[src/rtl/enc_tx_pkg.sv]
package enc_tx_pkg;

    localparam int            HDR_W    = 3;
    localparam logic [2:0]    HDR_BITS = 3'b010;   // Ack, Start, control bit
    localparam int            FLAG_W   = 2;        // error, warning
    localparam int            CRC_W    = 6;
    localparam logic [5:0]    CRC_POLY = 6'b000011; // x^6 + x + 1 without the top term

    typedef enum logic [1:0] {
        PH_IDLE  = 2'd0,
        PH_FRAME = 2'd1,
        PH_CHAIN = 2'd2
    } phase_e;

endpackage

[src/rtl/ma_edge_detect.sv]
module ma_edge_detect #(
    parameter int SYNC_STAGES = 2
) (
    input  logic clk_i,
    input  logic rst_ni,
    input  logic ma_i,
    output logic rise_o
);
    localparam int SH_W = SYNC_STAGES + 1;

    logic [SH_W-1:0] sh_d, sh_q;

    // the line idles high, so the chain is preset to ones
    always_comb begin
        sh_d = {sh_q[SH_W-2:0], ma_i};
    end

    always_ff @(posedge clk_i or negedge rst_ni) begin
        if (!rst_ni) sh_q <= '1;
        else         sh_q <= sh_d;
    end

    assign rise_o = sh_q[SH_W-2] & ~sh_q[SH_W-1];

endmodule

[src/rtl/crc_gen.sv]
module crc_gen
    import enc_tx_pkg::*;
#(
    parameter int MSG_W = 14
) (
    input  logic [MSG_W-1:0] msg_i,
    output logic [CRC_W-1:0] crc_o
);
    logic [CRC_W-1:0] acc;
    logic             fb;

    // serial division unrolled, MSB first, register starting at zero
    always_comb begin
        acc = '0;
        fb  = 1'b0;
        for (int i = MSG_W - 1; i >= 0; i--) begin
            fb  = acc[CRC_W-1] ^ msg_i[i];
            acc = {acc[CRC_W-2:0], 1'b0} ^ (fb ? CRC_POLY : '0);
        end
        crc_o = acc;
    end

endmodule

[src/rtl/frame_builder.sv]
module frame_builder
    import enc_tx_pkg::*;
#(
    parameter int DATA_W  = 12,
    parameter int RES_W   = 4,
    parameter int FRAME_W = HDR_W + DATA_W + FLAG_W + CRC_W,
    parameter int LEN_W   = $clog2(FRAME_W + 1)
) (
    input  logic [DATA_W-1:0]  pos_i,
    input  logic [RES_W-1:0]   res_i,
    input  logic               err_i,
    input  logic               ssi_i,
    output logic [FRAME_W-1:0] frame_o,
    output logic [LEN_W-1:0]   len_o
);
    localparam int MSG_W = DATA_W + FLAG_W;
    localparam int SSI_W = DATA_W + 1;

    logic [DATA_W-1:0] word;
    logic [MSG_W-1:0]  msg;
    logic [CRC_W-1:0]  crc;
    int                shift;

    // resolution padding: keep the top bits, right-aligned
    always_comb begin
        if (int'(res_i) == 0 || int'(res_i) >= DATA_W) shift = 0;
        else                                           shift = DATA_W - int'(res_i);
        word = pos_i >> shift;
        msg  = {word, ~err_i, 1'b1};
    end

    crc_gen #(.MSG_W(MSG_W)) u_crc (
        .msg_i (msg),
        .crc_o (crc)
    );

    always_comb begin
        if (ssi_i) begin
            frame_o = {1'b0, word, {(FRAME_W - SSI_W){1'b0}}};
            len_o   = LEN_W'(SSI_W);
        end else begin
            frame_o = {HDR_BITS, msg, ~crc};
            len_o   = LEN_W'(FRAME_W);
        end
    end

endmodule

[src/rtl/enc_pos_tx.sv]
module enc_pos_tx
    import enc_tx_pkg::*;
#(
    parameter int DATA_W      = 12,
    parameter int RES_W       = 4,
    parameter int TIMEOUT_CYC = 2000,
    parameter int SYNC_STAGES = 2
) (
    input  logic              clk_i,
    input  logic              rst_ni,
    input  logic              ma_i,
    input  logic              sli_i,
    input  logic [DATA_W-1:0] pos_i,
    input  logic [RES_W-1:0]  res_i,
    input  logic              err_i,
    input  logic              ssi_mode_i,
    output logic              slo_o
);
    localparam int FRAME_W = HDR_W + DATA_W + FLAG_W + CRC_W;
    localparam int LEN_W   = $clog2(FRAME_W + 1);
    localparam int TMO_W   = $clog2(TIMEOUT_CYC + 1);

    typedef struct packed {
        phase_e             phase;
        logic [FRAME_W-1:0] shreg;
        logic [LEN_W-1:0]   left;
        logic [TMO_W-1:0]   tmo;
        logic               slo;
    } state_t;

    state_t             st_d, st_q;
    logic               ma_rise;
    logic               tmo_hit;
    logic               busy;
    logic               in_chain;
    logic [FRAME_W-1:0] frame;
    logic [LEN_W-1:0]   flen;

    ma_edge_detect #(.SYNC_STAGES(SYNC_STAGES)) u_edge (
        .clk_i  (clk_i),
        .rst_ni (rst_ni),
        .ma_i   (ma_i),
        .rise_o (ma_rise)
    );

    frame_builder #(
        .DATA_W  (DATA_W),
        .RES_W   (RES_W),
        .FRAME_W (FRAME_W),
        .LEN_W   (LEN_W)
    ) u_frame (
        .pos_i   (pos_i),
        .res_i   (res_i),
        .err_i   (err_i),
        .ssi_i   (ssi_mode_i),
        .frame_o (frame),
        .len_o   (flen)
    );

    always_comb begin
        st_d    = st_q;
        tmo_hit = 1'b0;
        if (ma_rise) begin
            st_d.tmo = '0;
            unique case (st_q.phase)
                PH_IDLE: begin
                    st_d.phase = PH_FRAME;
                    st_d.slo   = frame[FRAME_W-1];
                    st_d.shreg = frame << 1;
                    st_d.left  = flen - 1'b1;
                end
                PH_FRAME: begin
                    if (st_q.left != '0) begin
                        st_d.slo   = st_q.shreg[FRAME_W-1];
                        st_d.shreg = st_q.shreg << 1;
                        st_d.left  = st_q.left - 1'b1;
                    end else begin
                        st_d.phase = PH_CHAIN;
                        st_d.slo   = sli_i;
                    end
                end
                default: begin
                    st_d.slo = sli_i;
                end
            endcase
        end else if (st_q.phase != PH_IDLE) begin
            if (st_q.tmo == TMO_W'(TIMEOUT_CYC - 1)) begin
                tmo_hit    = 1'b1;
                st_d.phase = PH_IDLE;
                st_d.slo   = 1'b1;
                st_d.tmo   = '0;
                st_d.left  = '0;
            end else begin
                st_d.tmo = st_q.tmo + 1'b1;
            end
        end
    end

    always_ff @(posedge clk_i or negedge rst_ni) begin
        if (!rst_ni) begin
            st_q <= '{phase: PH_IDLE, shreg: '0, left: '0, tmo: '0, slo: 1'b1};
        end else begin
            st_q <= st_d;
        end
    end

    assign busy     = (st_q.phase != PH_IDLE);
    assign in_chain = (st_q.phase == PH_CHAIN) ||
                      (st_q.phase == PH_FRAME && st_q.left == '0);
    assign slo_o    = st_q.slo;

endmodule

[config.mk]
export PLATFORM = sky130hd
export DESIGN_NAME = enc_pos_tx
export DESIGN_NICKNAME = d
export VERILOG_FILES = /design/src/rtl/enc_tx_pkg.sv /design/src/rtl/ma_edge_detect.sv /design/src/rtl/crc_gen.sv /design/src/rtl/frame_builder.sv /design/src/rtl/enc_pos_tx.sv
export SDC_FILE = /design/constraint.sdc
export NUM_CORES = 1
export LEC_CHECK = 0
export BUFFER_PORTS_ARGS = -buffer_cell sky130_fd_sc_hd__buf_2
export CAP_MARGIN = 20
export CORE_ASPECT_RATIO = 1.75
export CORE_UTILIZATION = 30
export CTS_CLUSTER_SIZE = 20
export DETAILED_ROUTE_END_ITERATION = 10
export SYNTH_ARGS = -nofsm -noshare
export SYNTH_HDL_FRONTEND = slang
export SYNTH_SLANG_ARGS = --single-unit
[constraint.sdc]
create_clock -name clk_i -period 2.6 [get_ports clk_i]
set_input_delay 0.52 -clock clk_i [delete_from_list [all_inputs] [get_ports clk_i]]
set_output_delay 0.52 -clock clk_i [all_outputs]
set_load 0.01 [all_outputs]
# After elaboration in Yosys (flattened, before gate mapping)
# Index checks and enable logic that the tools add are counted.
[word_totals] regBits=45 input_bits=22 output_inout_bits=1 elab_cells=89
[op_classes] add_sub_neg=4 order_cmp=1 eq_ne=6 shifts=1 n_mux=30 n_bitwise=29 reduce_logical=12
[ops] cell="30-bit case mux with 2 select lines" count=1
[ops] cell="6-bit by 2-bit XOR with 6-bit output" count=10
[ops] cell="2-bit two-way mux" count=18
[ops] cell="17-bit two-way mux" count=2
[ops] cell="32-bit two-way mux" count=1
[ops] cell="12-bit by 32-bit right shift with 12-bit output" count=1
[ops] cell="28-bit two-way mux" count=1
[ops] cell="22-bit two-way mux" count=1
[ops] cell="11-bit by 1-bit adder with 11-bit output (second input constant)" count=1
[ops] cell="11-bit == test (second input constant)" count=1
[ops] cell="11-bit two-way mux" count=1
[ops] cell="5-bit two-way mux" count=2
[ops] cell="5-bit by 1-bit subtractor with 5-bit output (second input constant)" count=2
[ops] cell="4-bit AND reduction" count=2
[ops] cell="2-bit nonzero test" count=4
[ops] cell="1-bit XOR" count=8
[ops] cell="3-bit != test (second input constant)" count=2
[ops] cell="6-bit inverter" count=1
[ops] cell="5-bit nonzero test" count=1
[ops] cell="4-bit by 4-bit subtractor with 5-bit output (first input constant)" count=1
[ops] cell="5-bit by 2-bit XOR with 5-bit output" count=1
[ops] cell="4-bit >= comparator (second input constant)" count=1
[ops] cell="4-bit zero test" count=1
[ops] cell="1-bit XOR (first input constant)" count=4
[ops] cell="other kinds (13)" count=15

# Depth between registers and ports, before layout
# Gate-level depths: netlist of run 1.
[logic_depth] word_depth=40 mapped_depth=14 ltp_nobuf=12

# By module
# A second synthesis of run 1 with hierarchy kept.
[unflattened] hier_cells=495 area_unflattened_um2=3931.3
[modules_own_cells] mod="enc_pos_tx" instances=1 cells_each=252 area_each_um2=2222.1 seq_area_each_um2=1027.2
[modules_own_cells] mod="frame_builder" instances=1 cells_each=215 area_each_um2=1400.1 seq_area_each_um2=0.0
[modules_own_cells] mod="crc_gen" instances=1 cells_each=24 area_each_um2=216.5 seq_area_each_um2=0.0
[modules_own_cells] mod="ma_edge_detect" instances=1 cells_each=4 area_each_um2=92.6 seq_area_each_um2=78.8

# Worst setup path after synthesis of run 1
# No wires, ideal clock.
[synth_timing] kind="input -> register" start="in res_i[0]" end="reg st_q[21] in the netlist's numbering" t_arrival_ns=2.985 required_time_ns=2.518 setup_slack_ns=-0.467 stages=13 path_buffers=1 cell_sequence="inv_1 > ha_1 > buf_2 > and2b_1 > a21oi_4 > nand2_1 > a2bb2oi_4 > a211oi_1 > o21ai_2 > xor2_2 > xor2_2 > xnor3_1 > o22ai_1"
[synth_between] elab_chain_len=26 word_cells_on_any_way=35 cone_classes="add/sub: 1; order compare: 1; shift: 1; mux: 10; bitwise: 20; reduce/logical: 2"
[synth_rtl] element="start, declared" line="enc_pos_tx.sv:14" rtl="input logic [RES_W-1:0] res_i,"
[synth_rtl] element="4-bit >= comparator / 4-bit zero test (equally long branches)" line="frame_builder.sv:26" rtl="if (int'(res_i) == 0 || int'(res_i) >= DATA_W) shift = 0;"
[synth_rtl] element="1-bit logical OR" line="frame_builder.sv:26"
[synth_rtl] element="32-bit two-way mux (*)" line="frame_builder.sv:26"
[synth_rtl] element="12-bit by 32-bit right shift with 12-bit output (*)" line="frame_builder.sv:28" rtl="word = pos_i >> shift;"
[synth_rtl] element="1-bit XOR" line="crc_gen.sv:17" rtl="fb = acc[CRC_W-1] ^ msg_i[i];"
[synth_rtl] element="2-bit two-way mux" line="crc_gen.sv:18" rtl="acc = {acc[CRC_W-2:0], 1'b0} ^ (fb ? CRC_POLY : '0);"
[synth_rtl] element="3-bit by 2-bit XOR with 3-bit output" line="crc_gen.sv:18"
[synth_rtl] element="4-bit by 2-bit XOR with 4-bit output" line="crc_gen.sv:18"
[synth_rtl] element="(+4 left out)"
[synth_rtl] element="2-bit two-way mux" line="crc_gen.sv:18"
[synth_rtl] element="6-bit by 2-bit XOR with 6-bit output (5 in series)" line="crc_gen.sv:18"
[synth_rtl] element="1-bit XOR" line="crc_gen.sv:17"
[synth_rtl] element="2-bit two-way mux" line="crc_gen.sv:18"
[synth_rtl] element="6-bit by 2-bit XOR with 6-bit output (*) (3 in series)" line="crc_gen.sv:18"
[synth_rtl] element="6-bit inverter (*)" line="frame_builder.sv:42" rtl="frame_o = {HDR_BITS, msg, ~crc};"
[synth_rtl] element="22-bit two-way mux (*)" line="frame_builder.sv:38" rtl="if (ssi_i) begin"
[synth_rtl] element="30-bit case mux with 2 select lines (*)" line="enc_pos_tx.sv:65" rtl="unique case (st_q.phase)"
[synth_rtl] element="end signal, assigned" line="enc_pos_tx.sv:101" rtl="st_q <= '{phase: PH_IDLE, shreg: '0, left: '0, tmo: '0, slo: 1'b1};"
[synth_rtl] element="end signal, assigned" line="enc_pos_tx.sv:103" rtl="st_q <= st_d;"
[synth_rtl] element="end, declared" line="enc_pos_tx.sv:31" rtl="state_t st_d, st_q;"
# Every way passes the cells marked *; elsewhere a longest branch is shown, timed or not.
# A chain may end at the register's enable or synchronous reset.

# Final worst setup path of run 1
# Same ends and word-level chain as after synthesis.

==> results of run 1 <==
power by group through the flow:
stage | Clock (W) | Sequential, W | Combinational, W
floorplan | 0 | 0.00106 | 0.000949
global placement | 0 | 0.00111 | 0.00134
detailed placement | 0 | 0.00113 | 0.00137
CTS | 0.000769 | 0.00112 | 0.00146
global route | 0.000804 | 0.00115 | 0.00168
finish | 0.000759 | 0.00112 | 0.00152
Yosys cell counts (4+ instances only):
cell type,count
nor3_1,10
xor2_1,8
a221oi_1,7
nor2b_1,8
nand2_1,50
xnor2_1,16
nand3_1,17
and3_1,5
nor3b_1,6
buf_2,7
o221ai_1,5
nand2b_1,7
dfstp_2,4
clkbuf_1,13
a22oi_1,4
o21ai_0,41
o22ai_1,15
a21oi_1,26
dfrtp_1,40
inv_1,6
nor2_1,58
cells by family after synthesis:
family / Yosys count
AOI/OAI and AO/OA: 138
DFF: 44
adders and majority gates: 3
buffers and inverters: 30
and+or+nand+nor: 183
xor gates and xnor gates: 27
muxes: 4
worst paths after layout:
path	start	endpoint	slack (ns)	cells after the start
max in group asynchronous	rst_ni	st_q[14]	1.81	2
min in group clk_i	ma_i	u_edge.sh_q[0]	0.32	1
min	rst_ni	st_q[2]	0.21	1
max	res_i[0]	st_q[21]	-0.09	12
max reg2reg	st_q[14]	st_q[22]	0.53	7
min reg2reg	u_edge.sh_q[0]	u_edge.sh_q[1]	0.36	0
timing repair:
action	CTS	global route
setup buffers	4	3
hold endpoints to repair	0	0
resized for setup	27	30
setup endpoints to repair	10	10
pin swaps	15	13
state kept, by name, indices dropped and copies added (netlist names):
register,count
slo_o,1
u_edge.sh_q,3
st_q,40
through the flow:
stage                     total power (W)  std cells  utilization [%]
after detailed placement          0.00250        637             38.4
after global routing              0.00363        652             42.9
after CTS                         0.00334        649             41.6
after global placement            0.00245        637             38.4
after floorplan                   0.00201        429                -
final                             0.00340        652             42.9
metal layers:
metal,global-route usage [%],up-vias,share of wire (%)
met5,0,-,0
met1,17.7,1706,35
met2,36.1,103,58
met4,9.79,0,4.4
li1,-,1740,-
met3,2.17,38,2.7
layout make-up:
class | count | area [um^2]
inverter | 6 | 26.3
clock inverter | 2 | 38.8
tap | 132 | 165
clock buffer | 6 | 139
timing repair buffer | 107 | 786
fill | 1110 | 6300
multi-input combinational | 355 | 2480
sequential | 44 | 1110
==> results.json, run 1 <==
{
  "status": "complete, but fails checks",
  "violations": "setup timing",
  "max_cap_violations": 0,
  "crit_family": "compound AO/OA/AOI/OAI gates",
  "io_pins": 23,
  "clockRootBuffer": "clkbuf_16",
  "synthDistinctLibCells": 65,
  "place_area_mm2": 0.00424,
  "fin_area_mm2": 0.00474,
  "path_clk_slew_ns": 0.06,
  "ys_top_cells_by_area": "dfrtp_1 (30%), nor2_1 (6.4%), o21ai_0 (6.0%), nand2_1 (5.5%), xnor2_1 (4.1%)",
  "synthMuxAreaShare_pct": 1.25,
  "clockPowerShare_pct": 22.3,
  "diodes": 0,
  "viasPerCell": 5.50,
  "vdd_drop_max_mv": 0.452,
  "syn_area_per_cell_um2": 7.91,
  "synth-xor-area-share_pct": 7.82,
  "p_switching_w": 0.00126,
  "place_congestion": 0.867,
  "fp.dieW_um": 82.4,
  "finalMaxSlewViolations": 0,
  "synth-seq-cells": 44,
  "cp.required_ns": 2.81,
  "cts_max_level": 2,
  "yosys_warnings": 0,
  "end_kind": "flip-flop",
  "most-common-layout-cells": "buf_4 (80), nor2_1 (54), nand2_1 (42), dfrtp_1 (40), o21ai_0 (37)",
  "hp-class": "in2async",
  "critical_path_class": "in2reg",
  "cts_max_path_buffers": 2,
  "synth_edf_count": 0,
  "initial_utilization_pct": 30.7,
  "fmax_ghz": 0.372,
  "synth_compound_area_share_pct": 27.6,
  "grt_util_all_layers_pct": 18.5,
  "dr_total_vias": 3587,
  "fp.dieH_um": 143,
  "tns_ns": -0.319,
  "dp.final_hpwl_um": 7860,
  "grt_pass1_vias": 3639,
  "critPathBufInv": 2,
  "port_buffers": 22,
  "cp_common_cell": "xor2_2",
  "internal_power_w": 0.00214,
  "start_kind": "input port",
  "yosysTopAreaCellShare_pct": 29.5,
  "crit_arrival_ns": 2.90,
  "grt_max_degree": 30,
  "fin_ws_ns": -0.0876,
  "drt_iter0_markers": 174,
  "ys_async_sr_fraction_pct": 100,
  "max_slew_margin_pct": 63.4,
  "final_common_cell": "buf_4",
  "layout_worst_path_cycle_share_pct": 103,
  "seq_area_frac_synth_pct": 32.6,
  "setup_violations": 5,
  "core_mm2": 0.0110,
  "grt_pass1_wl_um": 16700,
  "p_leak_nw": 2.03,
  "worst_pin_slew_ns": 0.545,
  "crit_fanout": 10,
  "clock_latency_ns": 0.29,
  "seqPwrFrac_pct": 33.0,
  "finClkSkew_ns": 0.00403,
  "synth.net_count": 454,
  "synth_top_area_cell": "dfrtp_1",
  "hold_ws_ns": 0.210,
  "synth-adder-area-share_pct": 1.11,
  "wl_per_cell_um": 15.7,
  "overflow": 0,
  "final-hold-violation-count": 0,
  "synth-main-ff-cell": "dfrtp_1",
  "p_comb_share_pct": 44.7,
  "cts_sinks": 44,
  "path_cells": "buf_8, buf_4, or3b_4, o22a_1, o211a_4, a2bb2oi_4, a211oi_2, o21ai_2, xor2_2, xor2_2, xnor3_1, o22ai_1",
  "drive_gt1_share_pct": 36.0,
  "cpMaxStageDelayCell": "or3b_4",
  "cts_hold_buf": 0,
  "postSynthCellCount": 429,
  "placementRows": 51,
  "period_needed_ns": 2.69,
  "switching_share_pct": 37.1,
  "drt-total-wl_um": 10300,
  "postRouteAntennaNets": 0,
  "synth_top_family_by_area": "compound AO/OA/AOI/OAI gates",
  "first_pass_iters": 5,
  "finalNetCount": 544,
  "antenna_found_initial": 0,
  "rsz0062_at_grt": "true",
  "route.detailed.drc": 0,
  "cts_tree": "done",
  "area_delta_synth_final_pct": 39.8,
  "synth_area_mm2": 0.00339,
  "die_area_mm2": 0.0118,
  "place_ws_ns": -0.553,
  "pwr_density_cell_mw_per_mm2": 718,
  "slowest_delay_ns": 0.39,
  "yosys.area_share.simple_pct": 25.6,
  "cts_buffers": 5
}
Note: power is estimated with default switching activity, not from simulation.
==> run 2, diff against run 1 <==
--- a/config.mk
+++ b/config.mk
@@ -11,6 +11,7 @@
 export CORE_UTILIZATION = 30
 export CTS_CLUSTER_SIZE = 20
 export DETAILED_ROUTE_END_ITERATION = 10
+export MAX_ROUTING_LAYER = met4
 export SYNTH_ARGS = -nofsm -noshare
 export SYNTH_HDL_FRONTEND = slang
 export SYNTH_SLANG_ARGS = --single-unit
==> run 2 against run 1 <==
  * The run still ends with setup timing left
  * Sequential power is essentially flat
  * Global-route usage grew 0.83 points
  * Power shrank 3.8%
  * Clock power decreased by 19%
  * Die area unchanged
  * Register-to-register slack better by 0.02 ns
  * Cell count increased by 0.15%
  * Sequential share of layout area barely moved
  * Clock skew increased by 0.0028 ns
  * Critical path depth stayed put
  * Critical endpoint unchanged
  * Largest cell class unchanged
==> results.json, run 2 (synthesis gave the netlist of run 1 again) <==
{
  "route.detailed.drc": 0,
  "cts_hold_buf": 0,
  "placementRows": 51,
  "clockPowerShare_pct": 18.7,
  "end_kind": "flip-flop",
  "start_kind": "input port",
  "io_pins": 23,
  "vdd_drop_max_mv": 0.571,
  "drt-total-wl_um": 10300,
  "diodes": 0,
  "place_area_mm2": 0.00426,
  "viasPerCell": 5.47,
  "switching_share_pct": 37.7,
  "area_delta_synth_final_pct": 39.7,
  "place_congestion": 0.944,
  "grt_max_degree": 43,
  "finClkSkew_ns": 0.00681,
  "first_pass_iters": 4,
  "final_cells": 653,
  "place_ws_ns": -0.514,
  "overflow": 0,
  "top_register": "st_q",
  "finalMaxSlewViolations": 0,
  "place_inst": 637,
  "p_leak_nw": 2.02,
  "cts_buffers": 5,
  "fin_ws_ns": -0.108,
  "p_switching_w": 0.00123,
  "drive_gt1_share_pct": 35.7,
  "largest_reg_flops": 40,
  "cts_max_path_buffers": 2,
  "grt_pass1_wl_um": 16900,
  "fill_cells": 1083,
  "finalNetCount": 545,
  "cp.required_ns": 2.81,
  "antenna_found_initial": 0,
  "cts_tree": "done",
  "dr_total_vias": 3569,
  "crit_arrival_ns": 2.92,
  "postRouteAntennaNets": 0,
  "fin_area_mm2": 0.00474,
  "dp.final_hpwl_um": 7940,
  "wirelength_met1_um": 3770,
  "grt_pass1_vias": 3589,
  "critical_path_class": "in2reg",
  "fp.dieH_um": 143,
  "fp.dieW_um": 82.4,
  "final-hold-violation-count": 0,
  "clockRootBuffer": "clkbuf_16",
  "setup_violations": 3,
  "fmax_ghz": 0.369,
  "final_common_cell": "buf_4",
  "wl_met3_um": 268,
  "period_needed_ns": 2.71,
  "max_cap_violations": 0,
  "crit_fanout": 9,
  "hp-class": "in2reg",
  "core_mm2": 0.0110,
  "path_clk_slew_ns": 0.06,
  "clock_latency_ns": 0.29,
  "status": "complete, but fails checks",
  "rsz0062_at_grt": "true",
  "grt_util_all_layers_pct": 19.3,
  "wl_per_cell_um": 15.8,
  "wl_met2_um": 5740,
  "drt_iter0_markers": 210,
  "seqPwrFrac_pct": 34.1,
  "violations": "setup timing",
  "port_buffers": 22,
  "p_comb_share_pct": 47.2,
  "cts_sinks": 44,
  "worst_pin_slew_ns": 0.971,
  "max_slew_margin_pct": 35.3,
  "pwr_density_cell_mw_per_mm2": 690,
  "most-common-layout-cells": "buf_4 (79), nor2_1 (55), nand2_1 (40), dfrtp_1 (40), o21ai_0 (36)",
  "layout_worst_path_cycle_share_pct": 104,
  "initial_utilization_pct": 30.7,
  "die_area_mm2": 0.0118,
  "tns_ns": -0.196,
  "cts_max_level": 2,
  "fin_util_pct": 42.9,
  "highest_layer": "met4",
  "internal_power_w": 0.00204
}
==> run 2: cell types whose count changed in the layout (fill, tap and decap cells not counted), sizes merged <==
cell	previous run	this run
bufinv	1	0
buf	107	108
clkbuf	6	7
==> run 2: worst max-delay path: stages <==
cell	delay, ns
buf_8	0.10
buf_4	0.16
or3b_4	0.40
o22a_1	0.21
o211a_4	0.28
a2bb2oi_4	0.18
a211oi_2	0.09
o21ai_2	0.17
xor2_2	0.22
xor2_2	0.17
xnor3_1	0.24
o22ai_1	0.17
==> run 2: cell type report <==
type                    count  area [um^2]  area share, %
inverters                   6         26.3          0.555
clock buffers               7          133           2.80
well taps                 132          165           3.49
repair buffers            108          816           17.2
flip-flops and latches     44         1110           23.3
clock inverters             1         5.00          0.106
multi-input cells         355         2490           52.5
==> run 2: power groups by stage <==
| stage | Clock [W] | Combinational [W] | Sequential (W) |
|---|---|---|---|
| finish | 0.000613 | 0.00154 | 0.00111 |
| global route | 0.000651 | 0.00171 | 0.00115 |
| detailed placement | 0 | 0.00138 | 0.00112 |
| floorplan | 0 | 0.000949 | 0.00106 |
| CTS | 0.000622 | 0.00145 | 0.00111 |
| global placement | 0 | 0.00135 | 0.00111 |
==> run 2: repair_timing <==
action | CTS | global route
resized for setup | 21 | 39
endpoints found under the setup margin | 10 | 10
pin swaps | 19 | 28
buffers inserted | 4 | 4
==> run 2: path summary, 6_finish.rpt <==
path | endpoint | from | slack (ns) | cells past startpoint
worst max-delay path | st_q[21] | res_i[0] | -0.11 | 12
max in group asynchronous | u_edge.sh_q[1] | rst_ni | 1.52 | 2
worst min register to register | u_edge.sh_q[1] | u_edge.sh_q[0] | 0.36 | 0
worst max register to register | st_q[22] | st_q[14] | 0.55 | 7
worst min-delay path | u_edge.sh_q[0] | ma_i | 0.33 | 1
min in group asynchronous | st_q[11] | rst_ni | 0.38 | 1
==> run 2: per-stage QoR <==
step,hold WS (ns),power (W)
6_report,0.331,0.00327
2_1_floorplan,0.224,0.00201
3_3_place_gp,0.349,0.00246
3_5_place_dp,0.350,0.00250
4_1_cts,0.329,0.00318
5_1_grt,0.321,0.00351
==> run 2: metal layers <==
metal	track usage [%]	vias to the layer above
li1	-	1745
met1	18.6	1701
met2	36.1	85
met3	2.11	38
met4	10.1	0
met5	-	-
==> run 3, diff against run 2 <==
--- a/config.mk
+++ b/config.mk
@@ -8,10 +8,12 @@
 export BUFFER_PORTS_ARGS = -buffer_cell sky130_fd_sc_hd__buf_2
 export CAP_MARGIN = 20
 export CORE_ASPECT_RATIO = 1.75
-export CORE_UTILIZATION = 30
+export CORE_UTILIZATION = 61
 export CTS_CLUSTER_SIZE = 20
 export DETAILED_ROUTE_END_ITERATION = 10
 export MAX_ROUTING_LAYER = met4
+export PLACE_DENSITY = 0.8
+export SKIP_LAST_GASP = 1
 export SYNTH_ARGS = -nofsm -noshare
 export SYNTH_HDL_FRONTEND = slang
 export SYNTH_SLANG_ARGS = --single-unit
==> run 3 against run 2 <==
  * The flow still finishes with violations (setup timing)
  * Sequential share of layout area down 0.38 points
  * Wire length rose by 38%
  * First-iteration DRC count increased to 3.3 times the previous value
  * Highest routed layer unchanged
==> results.json, run 3 (synthesis gave the netlist of run 1 again) <==
{
  "regToRegSetupSlack_ns": 0.26,
  "grt_max_degree": 45,
  "end_kind": "flip-flop",
  "cts_sinks": 44,
  "cp.required_ns": 2.81,
  "dr_total_vias": 4310,
  "most-common-layout-cells": "buf_4 (82), nor2_1 (53), nand2_1 (40), dfrtp_1 (40), o21ai_0 (32)",
  "r2r_cells": 7,
  "drt_iter0_markers": 701,
  "crit_path_start": "res_i[0]",
  "final-hold-violation-count": 0,
  "final_common_cell": "buf_4",
  "r2r_end": "st_q[23]",
  "reg2reg_from": "st_q[14]",
  "cts_hold_buf": 0,
  "first_pass_iters": 5,
  "grt_pass1_wl_um": 17800,
  "drive_gt1_share_pct": 39.5,
  "drt-total-wl_um": 14200,
  "clock_latency_ns": 0.29,
  "antenna_found_initial": 0,
  "rsz0062_at_grt": "true",
  "finalMaxSlewViolations": 0,
  "cts_tree": "done",
  "clockRootBuffer": "clkbuf_8",
  "place_inst": 576,
  "viasPerCell": 7.17,
  "status": "complete, but fails checks",
  "p_leak_nw": 2.07,
  "cts_max_path_buffers": 2,
  "min_from": "ma_i",
  "grt_pass1_vias": 3940,
  "fp.dieW_um": 58.4,
  "pwr_density_cell_mw_per_mm2": 714,
  "core_mm2": 0.00530,
  "start_kind": "input port",
  "critical_path_class": "in2reg",
  "grt_util_all_layers_pct": 41.6,
  "place_congestion": 1.03,
  "route.detailed.drc": 0,
  "setup_violations": 11,
  "io_pins": 23,
  "fin_ws_ns": -0.457,
  "fp.dieH_um": 101,
  "die_area_mm2": 0.00587,
  "max_cap_violations": 0,
  "vdd_drop_max_mv": 0.352,
  "layout_worst_path_cycle_share_pct": 118,
  "place_area_mm2": 0.00416,
  "min_to": "u_edge.sh_q[0]",
  "final_cells": 601,
  "hp-class": "in2reg",
  "period_needed_ns": 3.06,
  "postRouteAntennaNets": 0,
  "area_delta_synth_final_pct": 42.0,
  "largest_reg_flops": 40,
  "min_path_cells": 1,
  "dp.final_hpwl_um": 8460,
  "path_clk_slew_ns": 0.08,
  "crit_arrival_ns": 3.27,
  "diodes": 0,
  "fmax_ghz": 0.327,
  "placementRows": 35,
  "finalNetCount": 552,
  "initial_utilization_pct": 64.0,
  "top_register": "st_q",
  "cts_max_level": 2,
  "fin_area_mm2": 0.00482,
  "max_slew_margin_pct": 35.3,
  "wl_per_cell_um": 23.7,
  "finClkSkew_ns": 0.00434,
  "violations": "setup timing",
  "port_buffers": 22,
  "worst_pin_slew_ns": 0.971,
  "overflow": 0,
  "cts_buffers": 5,
  "place_ws_ns": -0.590,
  "crit_fanout": 14
}
==> run 3: cell count changes in the layout (fill, tap and decap cells not counted), moves of 3 or more <==
cell / previous run / this run
clkbuf_8: 0 / 7
clkbuf_16: 5 / 0
o21ai_1: 5 / 10
o22ai_1: 11 / 6
o21ai_0: 36 / 32
buf_4: 79 / 82
nor2_2: 1 / 4
o22ai_4: 0 / 3
==> run 3: area by class of cell <==
type	count	area [um^2]
Multi-Input combinational cell	355	2610
Sequential cell	44	1110
Timing Repair Buffer	115	883
Fill cell	228	483
Clock buffer	7	96.3
Tap cell	74	92.6
Inverter	6	30.0
==> run 3: worst max path at each step <==
stage / slack, ns / to / cells after the start
6_report: -0.46 / st_q[21] / 13
5_1_grt: -0.56 / st_q[30] / 14
4_1_cts: -0.07 / st_q[21] / 12
3_5_place_dp: -0.59 / st_q[21] / 13
3_3_place_gp: -0.48 / st_q[31] / 12
2_1_floorplan: -0.23 / st_q[21] / 13
==> run 3: worst max-delay path: stages <==
cell,delay (ns)
buf_8,0.10
buf_6,0.12
buf_4,0.18
nor3b_1,0.17
o21ai_0,0.34
nand3_2,0.29
a2bb2oi_4,0.26
a211oi_2,0.38
o21ai_2,0.11
xor2_2,0.18
xor2_2,0.21
xnor3_1,0.27
o22ai_2,0.15
==> run 3: power by group <==
part / switching [W] / leakage [nW] / internal, W / total, W
Combinational: 0.00102 / 1.47 / 0.000811 / 0.00184
Clock: 0.000229 / 0.0503 / 0.000237 / 0.000466
Sequential: 0.000204 / 0.548 / 0.000932 / 0.00114
Total: 0.00146 / 2.07 / 0.00198 / 0.00344
==> run 3: layer usage <==
metal  wire [um]  part of all wire, %  vias to the layer above  GRT usage, %
met5           0                    0                        -             -
met4        1730                   12                        0          33.7
met1        4190                   29                     1984          34.6
met3        1270                  8.9                      193          5.01
met2        7060                   50                      379          78.0
li1            -                    -                     1754             -
==> run 3: repair_timing <==
item | in CTS | in global routing
pin swaps | 17 | 24
endpoints found under the setup margin | 11 | 10
setup buffers | 10 | 8
gates resized for setup | 27 | 62
==> run 3: stage by stage <==
stage	TNS (ns)	power [W]	utilization, %	hold slack [ns]
after floorplan	-0.562	0.00201	-	0.224
after global placement	-4.28	0.00247	78.4	0.346
after detailed placement	-5.85	0.00254	78.4	0.349
after CTS	-0.192	0.00311	84.4	0.321
after global routing	-3.24	0.00359	90.9	0.310
final	-2.41	0.00344	90.9	0.320
